`config.mk`:
```
export PLATFORM = sky130hd
export DESIGN_NAME = rowhit_sched
export DESIGN_NICKNAME = d
export VERILOG_FILES = /design/src/rtl/sched_pkg.sv /design/src/rtl/rsched_queue.sv /design/src/rtl/rsched_banks.sv /design/src/rtl/rsched_pick.sv /design/src/rtl/rowhit_sched.sv
export SDC_FILE = /design/constraint.sdc
export NUM_CORES = 1
export LEC_CHECK = 0
export BUFFER_PORTS_ARGS = -buffer_cell sky130_fd_sc_hd__clkbuf_2
export CAP_MARGIN = 20
export CELL_PAD_IN_SITES_DETAIL_PLACEMENT = 0
export CELL_PAD_IN_SITES_GLOBAL_PLACEMENT = 1
export CORE_ASPECT_RATIO = 0.7
export CORE_MARGIN = 3
export CORE_UTILIZATION = 50
export CTS_CLUSTER_SIZE = 16
export DETAILED_ROUTE_END_ITERATION = 12
export PLACE_DENSITY = 0.84
export SYNTH_ARGS = -nofsm -noshare
export SYNTH_HDL_FRONTEND = slang
export SYNTH_SLANG_ARGS = --single-unit
export TNS_END_PERCENT = 30
```
`constraint.sdc`:
```
create_clock -name clk -period 23.5 [get_ports clk]
set_clock_uncertainty 0.2 [all_clocks]
set_input_delay 1.175 -clock clk [delete_from_list [all_inputs] [get_ports clk]]
set_output_delay 1.175 -clock clk [all_outputs]
set_load 0.01 [all_outputs]
```
`src/rtl/sched_pkg.sv`:
```
package sched_pkg;
  typedef enum logic [1:0] {
    CMD_NONE = 2'd0,
    CMD_ACT  = 2'd1,
    CMD_COL  = 2'd2,
    CMD_PRE  = 2'd3
  } cmd_kind_e;

  typedef enum logic [1:0] {
    POL_OLDEST  = 2'd0,
    POL_HITFST  = 2'd1,
    POL_FAIR    = 2'd2,
    POL_FAIR_B  = 2'd3
  } policy_e;
endpackage

```
`src/rtl/rsched_queue.sv`:
```
module rsched_queue #(
  parameter int DEPTH  = 8,
  parameter int BANK_W = 2,
  parameter int ROW_W  = 8,
  parameter int TID_W  = 2,
  parameter int AGE_W  = 7,
  localparam int IDX_W = (DEPTH > 1) ? $clog2(DEPTH) : 1
) (
  input  logic                             clk,
  input  logic                             rst,
  input  logic                             enq_valid,
  input  logic [BANK_W-1:0]                enq_bank,
  input  logic [ROW_W-1:0]                 enq_row,
  input  logic [TID_W-1:0]                 enq_tid,
  input  logic                             clr_valid,
  input  logic [IDX_W-1:0]                 clr_idx,
  output logic [DEPTH-1:0]                 q_valid,
  output logic [DEPTH-1:0][BANK_W-1:0]     q_bank,
  output logic [DEPTH-1:0][ROW_W-1:0]      q_row,
  output logic [DEPTH-1:0][TID_W-1:0]      q_tid,
  output logic [DEPTH-1:0][AGE_W-1:0]      q_age
);
  localparam logic [AGE_W-1:0] AGE_MAX = '1;

  logic             free_found;
  logic [IDX_W-1:0] free_idx;

  // lowest free slot: descending scan lets the smallest index win
  always_comb begin
    free_found = 1'b0;
    free_idx   = '0;
    for (int i = DEPTH - 1; i >= 0; i--) begin
      if (!q_valid[i]) begin
        free_found = 1'b1;
        free_idx   = IDX_W'(i);
      end
    end
  end

  always_ff @(posedge clk) begin
    if (rst) begin
      q_valid <= '0;
      q_age   <= '0;
      q_bank  <= '0;
      q_row   <= '0;
      q_tid   <= '0;
    end else begin
      for (int i = 0; i < DEPTH; i++) begin
        if (q_valid[i] && q_age[i] != AGE_MAX)
          q_age[i] <= q_age[i] + AGE_W'(1);
        if (clr_valid && clr_idx == IDX_W'(i))
          q_valid[i] <= 1'b0;
        if (enq_valid && free_found && free_idx == IDX_W'(i)) begin
          q_valid[i] <= 1'b1;
          q_bank[i]  <= enq_bank;
          q_row[i]   <= enq_row;
          q_tid[i]   <= enq_tid;
          q_age[i]   <= '0;
        end
      end
    end
  end

  // removal must target a live entry
  assert_clr_live_R3: assert property (@(posedge clk) disable iff (rst)
    clr_valid |-> q_valid[clr_idx]);

  // a full queue stays full when nothing leaves
  assert_full_drop_R2: assert property (@(posedge clk) disable iff (rst)
    ((&q_valid) && enq_valid && !clr_valid) |=> (&q_valid));

  for (genvar g = 0; g < DEPTH; g++) begin : g_age_chk
    assert_age_sat_R9: assert property (@(posedge clk) disable iff (rst)
      (q_valid[g] && q_age[g] == AGE_MAX && !(clr_valid && clr_idx == IDX_W'(g)))
      |=> q_age[g] == AGE_MAX);
  end
endmodule

```
`src/rtl/rsched_banks.sv`:
```
module rsched_banks
  import sched_pkg::*;
#(
  parameter int NBANK  = 4,
  parameter int ROW_W  = 8,
  localparam int BANK_W = (NBANK > 1) ? $clog2(NBANK) : 1
) (
  input  logic                           clk,
  input  logic                           rst,
  input  logic                           upd_valid,
  input  cmd_kind_e                      upd_kind,
  input  logic [BANK_W-1:0]              upd_bank,
  input  logic [ROW_W-1:0]               upd_row,
  output logic [NBANK-1:0]               bank_open,
  output logic [NBANK-1:0][ROW_W-1:0]    open_row
);
  always_ff @(posedge clk) begin
    if (rst) begin
      bank_open <= '0;
      open_row  <= '0;
    end else begin
      for (int b = 0; b < NBANK; b++) begin
        if (upd_valid && upd_bank == BANK_W'(b)) begin
          if (upd_kind == CMD_ACT) begin
            bank_open[b] <= 1'b1;
            open_row[b]  <= upd_row;
          end else if (upd_kind == CMD_PRE) begin
            bank_open[b] <= 1'b0;
          end
        end
      end
    end
  end
endmodule

```
`src/rtl/rsched_pick.sv`:
```
module rsched_pick
  import sched_pkg::*;
#(
  parameter int DEPTH  = 8,
  parameter int NBANK  = 4,
  parameter int ROW_W  = 8,
  parameter int TID_W  = 2,
  parameter int AGE_W  = 7,
  parameter int STARVE = 64,
  localparam int IDX_W  = (DEPTH > 1) ? $clog2(DEPTH) : 1,
  localparam int BANK_W = (NBANK > 1) ? $clog2(NBANK) : 1,
  localparam int NTHR   = 1 << TID_W
) (
  input  logic [DEPTH-1:0]               q_valid,
  input  logic [DEPTH-1:0][BANK_W-1:0]   q_bank,
  input  logic [DEPTH-1:0][ROW_W-1:0]    q_row,
  input  logic [DEPTH-1:0][TID_W-1:0]    q_tid,
  input  logic [DEPTH-1:0][AGE_W-1:0]    q_age,
  input  logic [NBANK-1:0]               bank_open,
  input  logic [NBANK-1:0][ROW_W-1:0]    open_row,
  input  logic [NBANK-1:0]               bank_ready,
  input  logic [1:0]                     policy,
  output logic                           sel_valid,
  output logic [IDX_W-1:0]               sel_idx,
  output cmd_kind_e                      sel_kind,
  output logic                           sel_shared
);
  logic [DEPTH-1:0] rdy, hit, starv;
  logic [NTHR-1:0]  neg_tid;
  logic [IDX_W:0]   res_rdy, res_hit, res_starv, pick;
  logic [BANK_W-1:0] sb;

  // oldest entry of a mask: largest age, lowest index on a tie
  function automatic logic [IDX_W:0] oldest(input logic [DEPTH-1:0] m,
                                            input logic [DEPTH-1:0][AGE_W-1:0] a);
    logic             found;
    logic [IDX_W-1:0] idx;
    logic [AGE_W-1:0] best;
    found = 1'b0;
    idx   = '0;
    best  = '0;
    for (int i = 0; i < DEPTH; i++) begin
      if (m[i] && (!found || a[i] > best)) begin
        found = 1'b1;
        idx   = IDX_W'(i);
        best  = a[i];
      end
    end
    return {found, idx};
  endfunction

  always_comb begin
    neg_tid = '0;
    for (int i = 0; i < DEPTH; i++) begin
      rdy[i] = q_valid[i] && bank_ready[q_bank[i]];
      hit[i] = rdy[i] && bank_open[q_bank[i]] && (open_row[q_bank[i]] == q_row[i]);
      if (q_valid[i] && int'(q_age[i]) >= STARVE)
        neg_tid[q_tid[i]] = 1'b1;
    end
    for (int i = 0; i < DEPTH; i++)
      starv[i] = rdy[i] && neg_tid[q_tid[i]];
  end

  always_comb begin
    res_rdy   = oldest(rdy, q_age);
    res_hit   = oldest(hit, q_age);
    res_starv = oldest(starv, q_age);
    case (policy)
      POL_OLDEST: pick = res_rdy;
      POL_HITFST: pick = res_hit[IDX_W] ? res_hit : res_rdy;
      default:    pick = res_starv[IDX_W] ? res_starv
                                          : (res_hit[IDX_W] ? res_hit : res_rdy);
    endcase
    sel_valid = pick[IDX_W];
    sel_idx   = pick[IDX_W-1:0];
    sb        = q_bank[sel_idx];
    if (!sel_valid)          sel_kind = CMD_NONE;
    else if (hit[sel_idx])   sel_kind = CMD_COL;
    else if (bank_open[sb])  sel_kind = CMD_PRE;
    else                     sel_kind = CMD_ACT;
    sel_shared = 1'b0;
    for (int i = 0; i < DEPTH; i++) begin
      if (q_valid[i] && IDX_W'(i) != sel_idx && q_bank[i] == sb &&
          q_row[i] == q_row[sel_idx])
        sel_shared = 1'b1;
    end
  end
endmodule

```
`src/rtl/rowhit_sched.sv`:
```
module rowhit_sched
  import sched_pkg::*;
#(
  parameter int DEPTH  = 8,
  parameter int NBANK  = 4,
  parameter int ROW_W  = 8,
  parameter int TID_W  = 2,
  parameter int AGE_W  = 7,
  parameter int STARVE = 64,
  localparam int IDX_W  = (DEPTH > 1) ? $clog2(DEPTH) : 1,
  localparam int BANK_W = (NBANK > 1) ? $clog2(NBANK) : 1
) (
  input  logic              clk,
  input  logic              rst,
  input  logic [1:0]        policy_i,
  input  logic              close_page_i,
  input  logic              enq_valid_i,
  input  logic [BANK_W-1:0] enq_bank_i,
  input  logic [ROW_W-1:0]  enq_row_i,
  input  logic [TID_W-1:0]  enq_tid_i,
  input  logic [NBANK-1:0]  bank_ready_i,
  output logic              cmd_valid_o,
  output logic [1:0]        cmd_kind_o,
  output logic [IDX_W-1:0]  cmd_idx_o,
  output logic [BANK_W-1:0] cmd_bank_o,
  output logic [ROW_W-1:0]  cmd_row_o
);
  logic [DEPTH-1:0]             q_valid;
  logic [DEPTH-1:0][BANK_W-1:0] q_bank;
  logic [DEPTH-1:0][ROW_W-1:0]  q_row;
  logic [DEPTH-1:0][TID_W-1:0]  q_tid;
  logic [DEPTH-1:0][AGE_W-1:0]  q_age;
  logic [NBANK-1:0]             bank_open;
  logic [NBANK-1:0][ROW_W-1:0]  open_row;

  logic              sel_valid, sel_shared;
  logic [IDX_W-1:0]  sel_idx;
  cmd_kind_e         sel_kind;

  logic              pend_pre;
  logic [BANK_W-1:0] pend_bank;
  logic [IDX_W-1:0]  pend_idx;

  logic              iss_valid, clr_valid, set_pend;
  cmd_kind_e         iss_kind;
  logic [IDX_W-1:0]  iss_idx;
  logic [BANK_W-1:0] iss_bank;
  logic [ROW_W-1:0]  iss_row;

  rsched_queue #(.DEPTH(DEPTH), .BANK_W(BANK_W), .ROW_W(ROW_W),
                 .TID_W(TID_W), .AGE_W(AGE_W)) u_queue (
    .clk, .rst,
    .enq_valid(enq_valid_i), .enq_bank(enq_bank_i), .enq_row(enq_row_i),
    .enq_tid(enq_tid_i), .clr_valid(clr_valid), .clr_idx(iss_idx),
    .q_valid, .q_bank, .q_row, .q_tid, .q_age
  );

  rsched_banks #(.NBANK(NBANK), .ROW_W(ROW_W)) u_banks (
    .clk, .rst,
    .upd_valid(iss_valid), .upd_kind(iss_kind), .upd_bank(iss_bank),
    .upd_row(iss_row), .bank_open, .open_row
  );

  rsched_pick #(.DEPTH(DEPTH), .NBANK(NBANK), .ROW_W(ROW_W), .TID_W(TID_W),
                .AGE_W(AGE_W), .STARVE(STARVE)) u_pick (
    .q_valid, .q_bank, .q_row, .q_tid, .q_age, .bank_open, .open_row,
    .bank_ready(bank_ready_i), .policy(policy_i),
    .sel_valid, .sel_idx, .sel_kind, .sel_shared
  );

  // one command per cycle; a pending early precharge takes the slot
  always_comb begin
    iss_valid = 1'b0;
    iss_kind  = CMD_NONE;
    iss_idx   = sel_idx;
    iss_bank  = q_bank[sel_idx];
    iss_row   = q_row[sel_idx];
    clr_valid = 1'b0;
    set_pend  = 1'b0;
    if (pend_pre) begin
      iss_valid = 1'b1;
      iss_kind  = CMD_PRE;
      iss_idx   = pend_idx;
      iss_bank  = pend_bank;
      iss_row   = open_row[pend_bank];
    end else if (sel_valid) begin
      iss_valid = 1'b1;
      iss_kind  = sel_kind;
      if (sel_kind == CMD_COL) begin
        clr_valid = 1'b1;
        set_pend  = close_page_i && !sel_shared;
      end
    end
  end

  always_ff @(posedge clk) begin
    if (rst) begin
      pend_pre    <= 1'b0;
      pend_bank   <= '0;
      pend_idx    <= '0;
      cmd_valid_o <= 1'b0;
      cmd_kind_o  <= CMD_NONE;
      cmd_idx_o   <= '0;
      cmd_bank_o  <= '0;
      cmd_row_o   <= '0;
    end else begin
      pend_pre <= set_pend;
      if (set_pend) begin
        pend_bank <= iss_bank;
        pend_idx  <= iss_idx;
      end
      cmd_valid_o <= iss_valid;
      cmd_kind_o  <= iss_kind;
      cmd_idx_o   <= iss_idx;
      cmd_bank_o  <= iss_bank;
      cmd_row_o   <= iss_row;
    end
  end

  assert_col_open_row_R3: assert property (@(posedge clk) disable iff (rst)
    (cmd_valid_o && cmd_kind_o == CMD_COL) |->
      (bank_open[cmd_bank_o] && open_row[cmd_bank_o] == cmd_row_o));

  assert_act_opens_R3: assert property (@(posedge clk) disable iff (rst)
    (cmd_valid_o && cmd_kind_o == CMD_ACT) |->
      (bank_open[cmd_bank_o] && open_row[cmd_bank_o] == cmd_row_o));

  assert_pre_closes_R3: assert property (@(posedge clk) disable iff (rst)
    (cmd_valid_o && cmd_kind_o == CMD_PRE) |-> !bank_open[cmd_bank_o]);

  assert_kind_valid_R3: assert property (@(posedge clk) disable iff (rst)
    cmd_valid_o == (cmd_kind_o != CMD_NONE));

  assert_close_pre_R8: assert property (@(posedge clk) disable iff (rst)
    pend_pre |=> (cmd_valid_o && cmd_kind_o == CMD_PRE));
endmodule

```
==> impl_metrics.env, run 1 <==
export IMPL_area_growth_syn_to_layout_pct=5.12
export IMPL_clkLatencyLatePin_ns=0.60
export IMPL_synth_fp_nets=2804
export IMPL_arrival_ns=20.76
export IMPL_fin_crit_ns=20.51
export IMPL_hold_start="u_queue.q_row[30]$_SDFFE_PP0P_"
export IMPL_worst_slew_pin_slew_ns=1.18
export IMPL_hold_path_class="reg -> reg"
export IMPL_gr_total_overflow=0
export IMPL_finalHoldViolCount=0
export IMPL_nets=2684
export IMPL_ys_top_cells_by_area="dfxtp_1 (20%), mux2i_1 (11%), ha_1 (9.1%)"
export IMPL_place_area_um2=21600
export IMPL_slew_headroom_pct=18.7
export IMPL_place_gp_congestion=1.01
export IMPL_critPathSlowestCell="a311oi_4"
export IMPL_cts_resized_gates=0
export IMPL_synth_seq_cells=218
export IMPL_grt_pass1_wl_um=122000
export IMPL_syn_inst=2627
export IMPL_cp_common_cell="o21a_1"
export IMPL_synth_edf_count=0
export IMPL_clock_path_buffers=3
export IMPL_grt_max_degree=87
export IMPL_r2r_setup_slack_ns=2.99
export IMPL_path_class="reg -> reg"
export IMPL_die_h_um=179
export IMPL_path_delay_family="compound AO/OA/AOI/OAI gates"
export IMPL_syn_area_per_cell_um2=8.14
export IMPL_io_buffers=37
export IMPL_fill_cells=3886
export IMPL_yosys_area_top_type="dfxtp_1"
export IMPL_period_share_pct=87.3
export IMPL_coreArea_um2=41600
export IMPL_combPwrFrac_pct=15.6
export IMPL_cp_depth=77
export IMPL_vias=20400
export IMPL_std_cell_rows=62
export IMPL_worst_ep_required_time_ns=23.75
export IMPL_p_int_uw=673
export IMPL_rsz0062_at_grt="no"
export IMPL_drc=0
export IMPL_outcome="completed"
export IMPL_max_freq_ghz=0.0488
export IMPL_async_reset_ff_share_pct=0
export IMPL_switching_share_pct=29.6
export IMPL_io_pins=38
export IMPL_syn_area_um2=21400
export IMPL_finalWirelength_um=84000
export IMPL_power_leakage_uw=0.00846
export IMPL_p_switching_uw=283
export IMPL_holdBufCountCts=0
export IMPL_path_buf_inv=7
export IMPL_slowest_delay_ns=0.99
export IMPL_ir_worst_vdd_uv=56.1
export IMPL_tritoncts="done"
export IMPL_die_area_um2=45300
export IMPL_drt_wirelength_per_cell_um=27.4
export IMPL_die_w_um=253
export IMPL_postCtsSetupBuffers=0
export IMPL_drv_cap=0
export IMPL_initial_core_util_pct=51.4
export IMPL_grt_pass1_vias=18500
export IMPL_vias_per_cell=6.66
export IMPL_clk_pin_slew_ns=0.07
export IMPL_rr_worst_depth=77
export IMPL_dp_hpwl_um=64200
export IMPL_hold_path_depth=2
export IMPL_clock_sinks=218
export IMPL_path_max_fanout=52
export IMPL_ant_nets=0
export IMPL_seq_area_frac_synth_pct=20.4
export IMPL_cts_root_buffer="clkbuf_16"
export IMPL_final_area_um2=22500
export IMPL_start_kind="flop"
export IMPL_p_total_uw=956
export IMPL_worstReg2RegEnd="u_banks.open_row[3]$_SDFFE_PP0P_"
export IMPL_synth_cell_types=96
export IMPL_report_final_setup_viol=0
export IMPL_initialDrtViolationCount=2584
export IMPL_drive_gt1_share_pct=11.2
export IMPL_power_density_nw_per_um2=42.5
export IMPL_p_seq_share_pct=40.6
export IMPL_worstReg2RegStart="u_queue.q_valid[1]$_SDFFE_PP0P_"
export IMPL_htree_levels=1
export IMPL_cts_made_buffers=24
export IMPL_antenna_found_initial=3
export IMPL_grt_use_total_pct=36.4
export IMPL_layout_setup_ws_ns=2.99
export IMPL_place_ws_ns=2.30
export IMPL_drv_slew=0
export IMPL_hold_end="u_queue.q_row[30]$_SDFFE_PP0P_"
export IMPL_yosys_top_cells_count="nor2_1 (276), nand2_1 (237), mux2i_1 (231)"
export IMPL_critical_path_endpoint_type="flop"
export IMPL_yosys_warnings=0
export IMPL_clockPowerShare_pct=43.8
export IMPL_finalSetupTns_ns=0
export IMPL_dr_pass1_iters=6
export IMPL_synth_top_area_share_pct=20.4
export IMPL_synthFlopType="dfxtp_1"
export IMPL_yosysMostFrequentCell="nor2_1"
[registers in the layout, summed over array words and instances (netlist names)]
signal	count
cmd_valid_o	1
pend_idx	3
u_queue.q_row	64
u_queue.q_age	56
u_queue.q_valid	8
cmd_kind_o	2
u_banks.open_row	32
u_queue.q_bank	16
cmd_bank_o	2
u_queue.q_tid	16
cmd_idx_o	3
u_banks.bank_open	4
pend_pre	1
pend_bank	2
cmd_row_o	8
[per-layer routing]
metal | wire [um] | up-vias | global-route usage (%)
met1 | 37600 | 9903 | 54.0
li1 | - | 9163 | -
met2 | 31100 | 1246 | 46.8
met5 | 23 | - | 0.220
met4 | 1950 | 4 | 7.85
met3 | 13300 | 124 | 16.7
[power groups by stage]
| stage | registers, uW | logic, uW | clock network, uW |
|---|---|---|---|
| 2_1_floorplan | 387 | 106 | 0 |
| 3_3_place_gp | 395 | 141 | 0 |
| 3_5_place_dp | 395 | 143 | 0 |
| 4_1_cts | 387 | 143 | 424 |
| 5_1_grt | 388 | 157 | 435 |
| 6_report | 388 | 149 | 419 |
[cell usage in the layout, fill, tap and decap left out, types with 12 or more instances in the layout]
cell       count
mux4_2        64
xnor2_1      136
xor2_1        84
o21ai_0       71
nor2_1       271
o21a_1        30
and2_1        15
a31oi_1       20
nand4_1       63
a211oi_1      12
or3_1         13
ha_1         155
o211ai_1      15
nand2b_1      19
and3_1        20
dfxtp_1      218
mux2i_1      231
inv_1         91
nand3_1       87
buf_4         30
a21oi_1      193
nand2_1      237
nor2b_1       37
clkbuf_16     24
mux2_2        45
a21o_1        16
o22ai_1       15
clkbuf_2      36
nor3_1        32
[cells by family (layout without fill, tap and decap cells)]
| logic type | Yosys count | count (layout) | share of synthesized area [%] |
|---|---|---|---|
| AND/OR/NAND/NOR | 867 | 867 | 19.3 |
| XOR/XNOR | 220 | 220 | 9.01 |
| flip-flops | 218 | 218 | 20.4 |
| other | 0 | 1 | 0 |
| adder cells (fa/ha/maj) | 155 | 155 | 9.07 |
| buffers and inverters | 306 | 203 | 6.02 |
| AO/OA/AOI/OAI | 509 | 509 | 15.5 |
| multiplexers | 352 | 352 | 20.8 |
[how the worst max path moves through the flow]
stage	slack (ns)	start	to
after detailed placement	2.30	bank_ready_i[1]	u_banks.open_row[3]$_SDFFE_PP0P_
after global placement	2.57	bank_ready_i[1]	u_banks.open_row[1]$_SDFFE_PP0P_
after CTS	2.58	u_queue.q_valid[1]$_SDFFE_PP0P_	u_banks.open_row[3]$_SDFFE_PP0P_
after floorplan	6.90	bank_ready_i[3]	pend_bank[0]$_SDFFE_PP0P_
after global routing	1.99	u_queue.q_valid[1]$_SDFFE_PP0P_	u_banks.open_row[4]$_SDFFE_PP0P_
final	2.99	u_queue.q_valid[1]$_SDFFE_PP0P_	u_banks.open_row[3]$_SDFFE_PP0P_
[worst reg2reg max path: cells and delay by family, from the launching register on]
| kind | cells | cell delay (ns) |
|---|---|---|
| compound gates | 36 | 8.41 |
| mux | 10 | 4.08 |
| simple gates | 17 | 3.93 |
| fa+ha+maj | 7 | 1.93 |
| buf+inv | 7 | 1.13 |
| flops | 1 | 0.70 |
[layout make-up]
class	count	area, um^2	area share, %
diodes	1	2.50	0.0111
flip-flops and latches	218	4360	19.4
repair buffers	69	447	1.99
multi-input cells	2103	15800	70.2
inverters	91	342	1.52
clock buffers	31	667	2.97
well taps	544	681	3.03
clock inverters	12	200	0.890
[per-stage QoR]
stage          utilization [%]  cells  hold WS (ns)
3_5_place_dp              51.9   3022         0.317
5_1_grt                   54.1   3069         0.348
4_1_cts                   54.0   3065         0.327
2_1_floorplan                -   2627         0.263
3_3_place_gp              51.9   3021         0.310
6_report                  54.1   3069         0.335
Power figures use the tool's default switching activity.
==> run 2: changes to the inputs <==
--- a/config.mk
+++ b/config.mk
@@ -14,6 +14,7 @@
 export CORE_UTILIZATION = 50
 export CTS_CLUSTER_SIZE = 16
 export DETAILED_ROUTE_END_ITERATION = 12
+export MAX_ROUTING_LAYER = met4
 export PLACE_DENSITY = 0.84
 export SYNTH_ARGS = -nofsm -noshare
 export SYNTH_HDL_FRONTEND = slang
==> impl_metrics.env, run 2 (synthesis gave the netlist of run 1 again) <==
export IMPL_finalSetupTns_ns=0
export IMPL_finalWirelength_um=85300
export IMPL_worst_slew_pin_slew_ns=1.21
export IMPL_critical_path_endpoint_type="flop"
export IMPL_antenna_found_initial=1
export IMPL_cp_endpoint="pend_bank[1]$_SDFFE_PP0P_"
export IMPL_report_final_setup_viol=0
export IMPL_drv_slew=0
export IMPL_regMostFlops="u_queue.q_row"
export IMPL_place_area_um2=21600
export IMPL_grt_pass1_wl_um=125000
export IMPL_die_area_um2=45300
export IMPL_busiest_layer="met1"
export IMPL_tritoncts="done"
export IMPL_io_pins=38
export IMPL_final_area_um2=22400
export IMPL_io_buffers=37
export IMPL_met2_usage_pct=47.8
export IMPL_initial_core_util_pct=51.4
export IMPL_cp_common_cell="o21a_1"
export IMPL_clock_path_buffers=3
export IMPL_critPathSlowestCell="dfxtp_1"
export IMPL_hold_path_class="reg -> reg"
export IMPL_power_leakage_uw=0.00844
export IMPL_outcome="completed"
export IMPL_p_total_uw=925
export IMPL_rr_worst_depth=79
export IMPL_fin_crit_ns=19.89
export IMPL_drt_wirelength_per_cell_um=27.7
export IMPL_clk_pin_slew_ns=0.06
export IMPL_ir_worst_vdd_uv=49.2
export IMPL_area_growth_syn_to_layout_pct=4.89
export IMPL_arrival_ns=20.15
export IMPL_clkLatencyLatePin_ns=0.57
export IMPL_cts_resized_gates=0
export IMPL_multi_input_area_um2=15800
export IMPL_std_cell_rows=62
export IMPL_nets=2690
export IMPL_holdBufCountCts=0
export IMPL_period_share_pct=84.7
export IMPL_grt_use_total_pct=38.1
export IMPL_drc=0
export IMPL_vias=20400
export IMPL_power_density_nw_per_um2=41.2
export IMPL_finalHoldViolCount=0
export IMPL_die_w_um=253
export IMPL_place_gp_congestion=1.03
export IMPL_ant_nets=0
export IMPL_slowest_delay_ns=0.91
export IMPL_start_kind="flop"
export IMPL_largest_registers="u_queue.q_row (64), u_queue.q_age (56), u_banks.open_row (32)"
export IMPL_path_class="reg -> reg"
export IMPL_worst_ep_required_time_ns=23.76
export IMPL_cts_root_buffer="clkbuf_16"
export IMPL_gr_total_overflow=0
export IMPL_fill_cells=3936
export IMPL_grt_max_degree=87
export IMPL_cts_made_buffers=25
export IMPL_coreArea_um2=41600
export IMPL_final_common_cell="nor2_1"
export IMPL_worstReg2RegStart="u_queue.q_bank[1]$_SDFFE_PP0P_"
export IMPL_hold_start="u_queue.q_row[30]$_SDFFE_PP0P_"
export IMPL_dp_hpwl_um=65300
export IMPL_max_freq_ghz=0.0503
export IMPL_grt_pass1_vias=18400
export IMPL_htree_levels=1
export IMPL_crit_start="u_queue.q_bank[1]$_SDFFE_PP0P_"
export IMPL_r2r_setup_slack_ns=3.61
export IMPL_path_max_fanout=25
export IMPL_seq_area_um2=4360
export IMPL_most_common_layout_cells="nor2_1 (271), nand2_1 (237), mux2i_1 (231), dfxtp_1 (218), a21oi_1 (193)"
export IMPL_clock_sinks=218
export IMPL_vias_per_cell=6.65
export IMPL_drive_gt1_share_pct=11.5
export IMPL_largest_register_ffs=64
export IMPL_grt_met1_usage_pct=58.3
export IMPL_slew_headroom_pct=17.4
export IMPL_worstReg2RegEnd="pend_bank[1]$_SDFFE_PP0P_"
export IMPL_initialDrtViolationCount=2882
export IMPL_rsz0062_at_grt="no"
export IMPL_dr_pass1_iters=8
export IMPL_postCtsSetupBuffers=0
export IMPL_drv_cap=0
export IMPL_die_h_um=179
export IMPL_met3_usage_pct=11.1
[run 2: power by group]
part	switching, uW	internal (uW)
Sequential	14.2	375
Combinational	98.7	51.3
Clock	177	208
[run 2: how the worst min path moves through the flow]
| stage | slack (ns) | endpoint | depth (start not counted) |
|---|---|---|---|
| 5_1_grt | 0.35 | u_queue.q_row[30]$_SDFFE_PP0P_ | 2 |
| 3_3_place_gp | 0.29 | u_queue.q_row[30]$_SDFFE_PP0P_ | 2 |
| 3_5_place_dp | 0.29 | u_queue.q_row[30]$_SDFFE_PP0P_ | 2 |
| 2_1_floorplan | 0.26 | u_queue.q_row[30]$_SDFFE_PP0P_ | 2 |
| 6_report | 0.30 | u_queue.q_row[30]$_SDFFE_PP0P_ | 2 |
| 4_1_cts | 0.30 | u_queue.q_row[30]$_SDFFE_PP0P_ | 2 |
[run 2: critical path, delay by kind of cell (launching register included)]
kind	cells	cell delay (ns)
fa+ha+maj	7	1.98
mux	8	3.54
flops	1	0.91
xor+xnor	1	0.20
buf+inv	3	0.82
simple gates	19	4.35
compound gates	41	7.71
[run 2: through the flow]
stage / std cells / hold WS (ns) / utilization, % / worst slack, ns
after floorplan: 2627 / 0.263 / - / 6.90
after global placement: 3027 / 0.287 / 52.0 / 3.56
after detailed placement: 3027 / 0.290 / 52.0 / 3.32
after CTS: 3070 / 0.299 / 53.9 / 3.67
after global routing: 3075 / 0.347 / 54.0 / 2.30
final: 3075 / 0.297 / 54.0 / 3.61
[run 2: layer usage]
metal / vias up / wire length (um)
met1: 9973 / 40300
met4: 0 / 2180
met3: 132 / 11400
met5: - / 0
li1: 9175 / -
met2: 1156 / 31400
[run 2: layout make-up]
class	instances	area share (%)
multi-input cells	2103	70.4
clock buffers	29	3.03
clock inverters	14	0.446
well taps	544	3.03
diodes	2	0.0223
repair buffers	74	2.12
inverters	91	1.52
flip-flops and latches	218	19.5
==> run 3: changes to the inputs <==
==> constraint.sdc (replaced) <==
create_clock -name clk -period 19.8 [get_ports clk]
set_clock_uncertainty 0.2 [all_clocks]
set_input_delay 0.99 -clock clk [delete_from_list [all_inputs] [get_ports clk]]
set_output_delay 0.99 -clock clk [all_outputs]
set_load 0.01 [all_outputs]
==> impl_metrics.env, run 3 (synthesis gave the netlist of run 1 again) <==
export IMPL_outcome="completed"
export IMPL_period_share_pct=95.8
export IMPL_ir_worst_vdd_uv=71.9
export IMPL_path_class="reg -> reg"
export IMPL_drive_gt1_share_pct=12.2
export IMPL_slowest_delay_ns=0.88
export IMPL_fin_hold_ws_ns=0.321
export IMPL_gr_total_overflow=0
export IMPL_critPathSlowestCell="a21oi_1"
export IMPL_switching_share_pct=31.4
export IMPL_slew_headroom_pct=22.2
export IMPL_fin_util_pct=54.5
export IMPL_power_leakage_uw=0.00853
export IMPL_drc=0
export IMPL_ant_nets=0
export IMPL_place_gp_congestion=1.05
export IMPL_grt_use_total_pct=38.5
export IMPL_die_w_um=253
export IMPL_n_antenna_cell=0
export IMPL_max_freq_ghz=0.0527
export IMPL_most_common_layout_cells="nor2_1 (270), nand2_1 (237), mux2i_1 (231), dfxtp_1 (216), a21oi_1 (192)"
export IMPL_die_h_um=179
export IMPL_clock_sinks=218
export IMPL_critical_path_endpoint_type="flop"
export IMPL_finalWirelength_um=85900
export IMPL_dp_hpwl_um=65600
export IMPL_io_pins=38
export IMPL_placed_cells=3043
export IMPL_rsz0062_at_grt="no"
export IMPL_start_kind="flop"
export IMPL_report_final_setup_viol=0
export IMPL_vias_per_cell=6.63
export IMPL_regMostFlops="u_queue.q_row"
export IMPL_antenna_found_initial=0
export IMPL_path_max_fanout=19
export IMPL_clk_pin_slew_ns=0.07
export IMPL_power_density_nw_per_um2=48.2
export IMPL_std_cell_rows=62
export IMPL_clock_path_buffers=3
export IMPL_hold_path_class="reg -> reg"
export IMPL_clockPowerShare_pct=40.7
export IMPL_fin_crit_ns=18.97
export IMPL_nets=2708
export IMPL_largest_registers="u_queue.q_row (64), u_queue.q_age (56), u_banks.open_row (32)"
export IMPL_initialDrtViolationCount=2985
export IMPL_largest_register_ffs=64
export IMPL_stdcell_count=3090
export IMPL_grt_max_degree=90
export IMPL_die_area_um2=45300
export IMPL_dr_pass1_iters=5
export IMPL_finalHoldViolCount=0
export IMPL_worst_slew_pin_slew_ns=1.17
export IMPL_grt_pass1_wl_um=126000
export IMPL_area_growth_syn_to_layout_pct=5.86
export IMPL_grt_pass1_vias=18700
export IMPL_htree_levels=1
export IMPL_cts_root_buffer="clkbuf_16"
export IMPL_initial_core_util_pct=51.4
export IMPL_io_buffers=37
export IMPL_tritoncts="done"
export IMPL_coreArea_um2=41600
export IMPL_place_area_um2=21800
export IMPL_cp_common_cell="a21oi_1"
export IMPL_drt_wirelength_per_cell_um=27.8
export IMPL_drv_slew=0
export IMPL_p_int_uw=748
export IMPL_p_switching_uw=343
export IMPL_arrival_ns=19.21
export IMPL_vias=20500
export IMPL_cts_made_buffers=24
export IMPL_worst_ep_required_time_ns=20.04
export IMPL_clkLatencyLatePin_ns=0.58
export IMPL_final_common_cell="nor2_1"
export IMPL_p_seq_share_pct=42.4
export IMPL_final_area_um2=22600
export IMPL_holdBufCountCts=0
export IMPL_drv_cap=0
export IMPL_combPwrFrac_pct=16.9
## run 3: changes by cell type in the layout (fill, tap and decap cells not counted), moves of 2 or more
cell / change
dfxtp_1: -2
diode_2: -2
inv_6: -2
buf_4: +14
a21oi_4: +2
dfxtp_2: +2
clkbuf_1: +5
clkinv_2: -4
buf_12: +2
## run 3: final timing paths
path / startpoint / to / slack (ns) / depth (start not counted)
setup / recovery: u_queue.q_bank[1]$_SDFFE_PP0P_ / u_banks.open_row[15]$_SDFFE_PP0P_ / 0.83 / 68
hold / removal: u_queue.q_row[30]$_SDFFE_PP0P_ / u_queue.q_row[30]$_SDFFE_PP0P_ / 0.32 / 2
setup reg to reg: u_queue.q_bank[1]$_SDFFE_PP0P_ / u_banks.open_row[15]$_SDFFE_PP0P_ / 0.83 / 68
hold reg to reg: u_queue.q_row[30]$_SDFFE_PP0P_ / u_queue.q_row[30]$_SDFFE_PP0P_ / 0.32 / 2
## run 3: timing repair
action / CTS / global route
buffers inserted: 0 / 1
gates resized for setup: 2 / 11
gates cloned: 0 / 0
pin swaps: 0 / 1
setup endpoints to repair: 23 / 45
## run 3: per-stage QoR
| step | worst slack (ns) | total power, uW | setup TNS (ns) |
|---|---|---|---|
| 2_1_floorplan | 3.38 | 585 | 0 |
| 3_5_place_dp | -0.411 | 645 | -8.10 |
| 5_1_grt | 0.0673 | 1120 | 0 |
| 6_report | 0.832 | 1090 | 0 |
| 4_1_cts | 0.276 | 1090 | 0 |
| 3_3_place_gp | -0.119 | 645 | -1.76 |
## run 3: area by class of cell
type	count	area [um^2]
clock inverter	9	81.3
inverter	91	342
tap	544	681
sequential	218	4370
multi-input combinational	2103	15800
timing repair buffer	93	672
clock buffer	32	661
fill	3896	18900
## run 3: layer usage
layer / wire length, um / vias to the layer above / track usage [%]
met4: 1730 / 0 / 7.20
li1: - / 9208 / -
met1: 38900 / 9870 / 56.6
met2: 31700 / 1292 / 48.9
met5: 0 / - / -
met3: 13500 / 129 / 14.9
## run 3: power groups by stage
stage	combinational, uW	sequential [uW]	clock [uW]
6_report	184	462	444
3_5_place_dp	175	470	0
3_3_place_gp	175	470	0
5_1_grt	194	462	464
2_1_floorplan	125	459	0
4_1_cts	176	460	450
## run 3: critical path: cells and delay by family (launching register included)
| family | cells | cell delay, ns |
|---|---|---|
| multiplexers | 8 | 2.93 |
| adder cells (fa/ha/maj) | 7 | 2.17 |
| AO/OA/AOI/OAI | 35 | 9.24 |
| buffers and inverters | 6 | 1.17 |
| flip-flops | 1 | 0.82 |
| AND/OR/NAND/NOR | 12 | 2.26 |
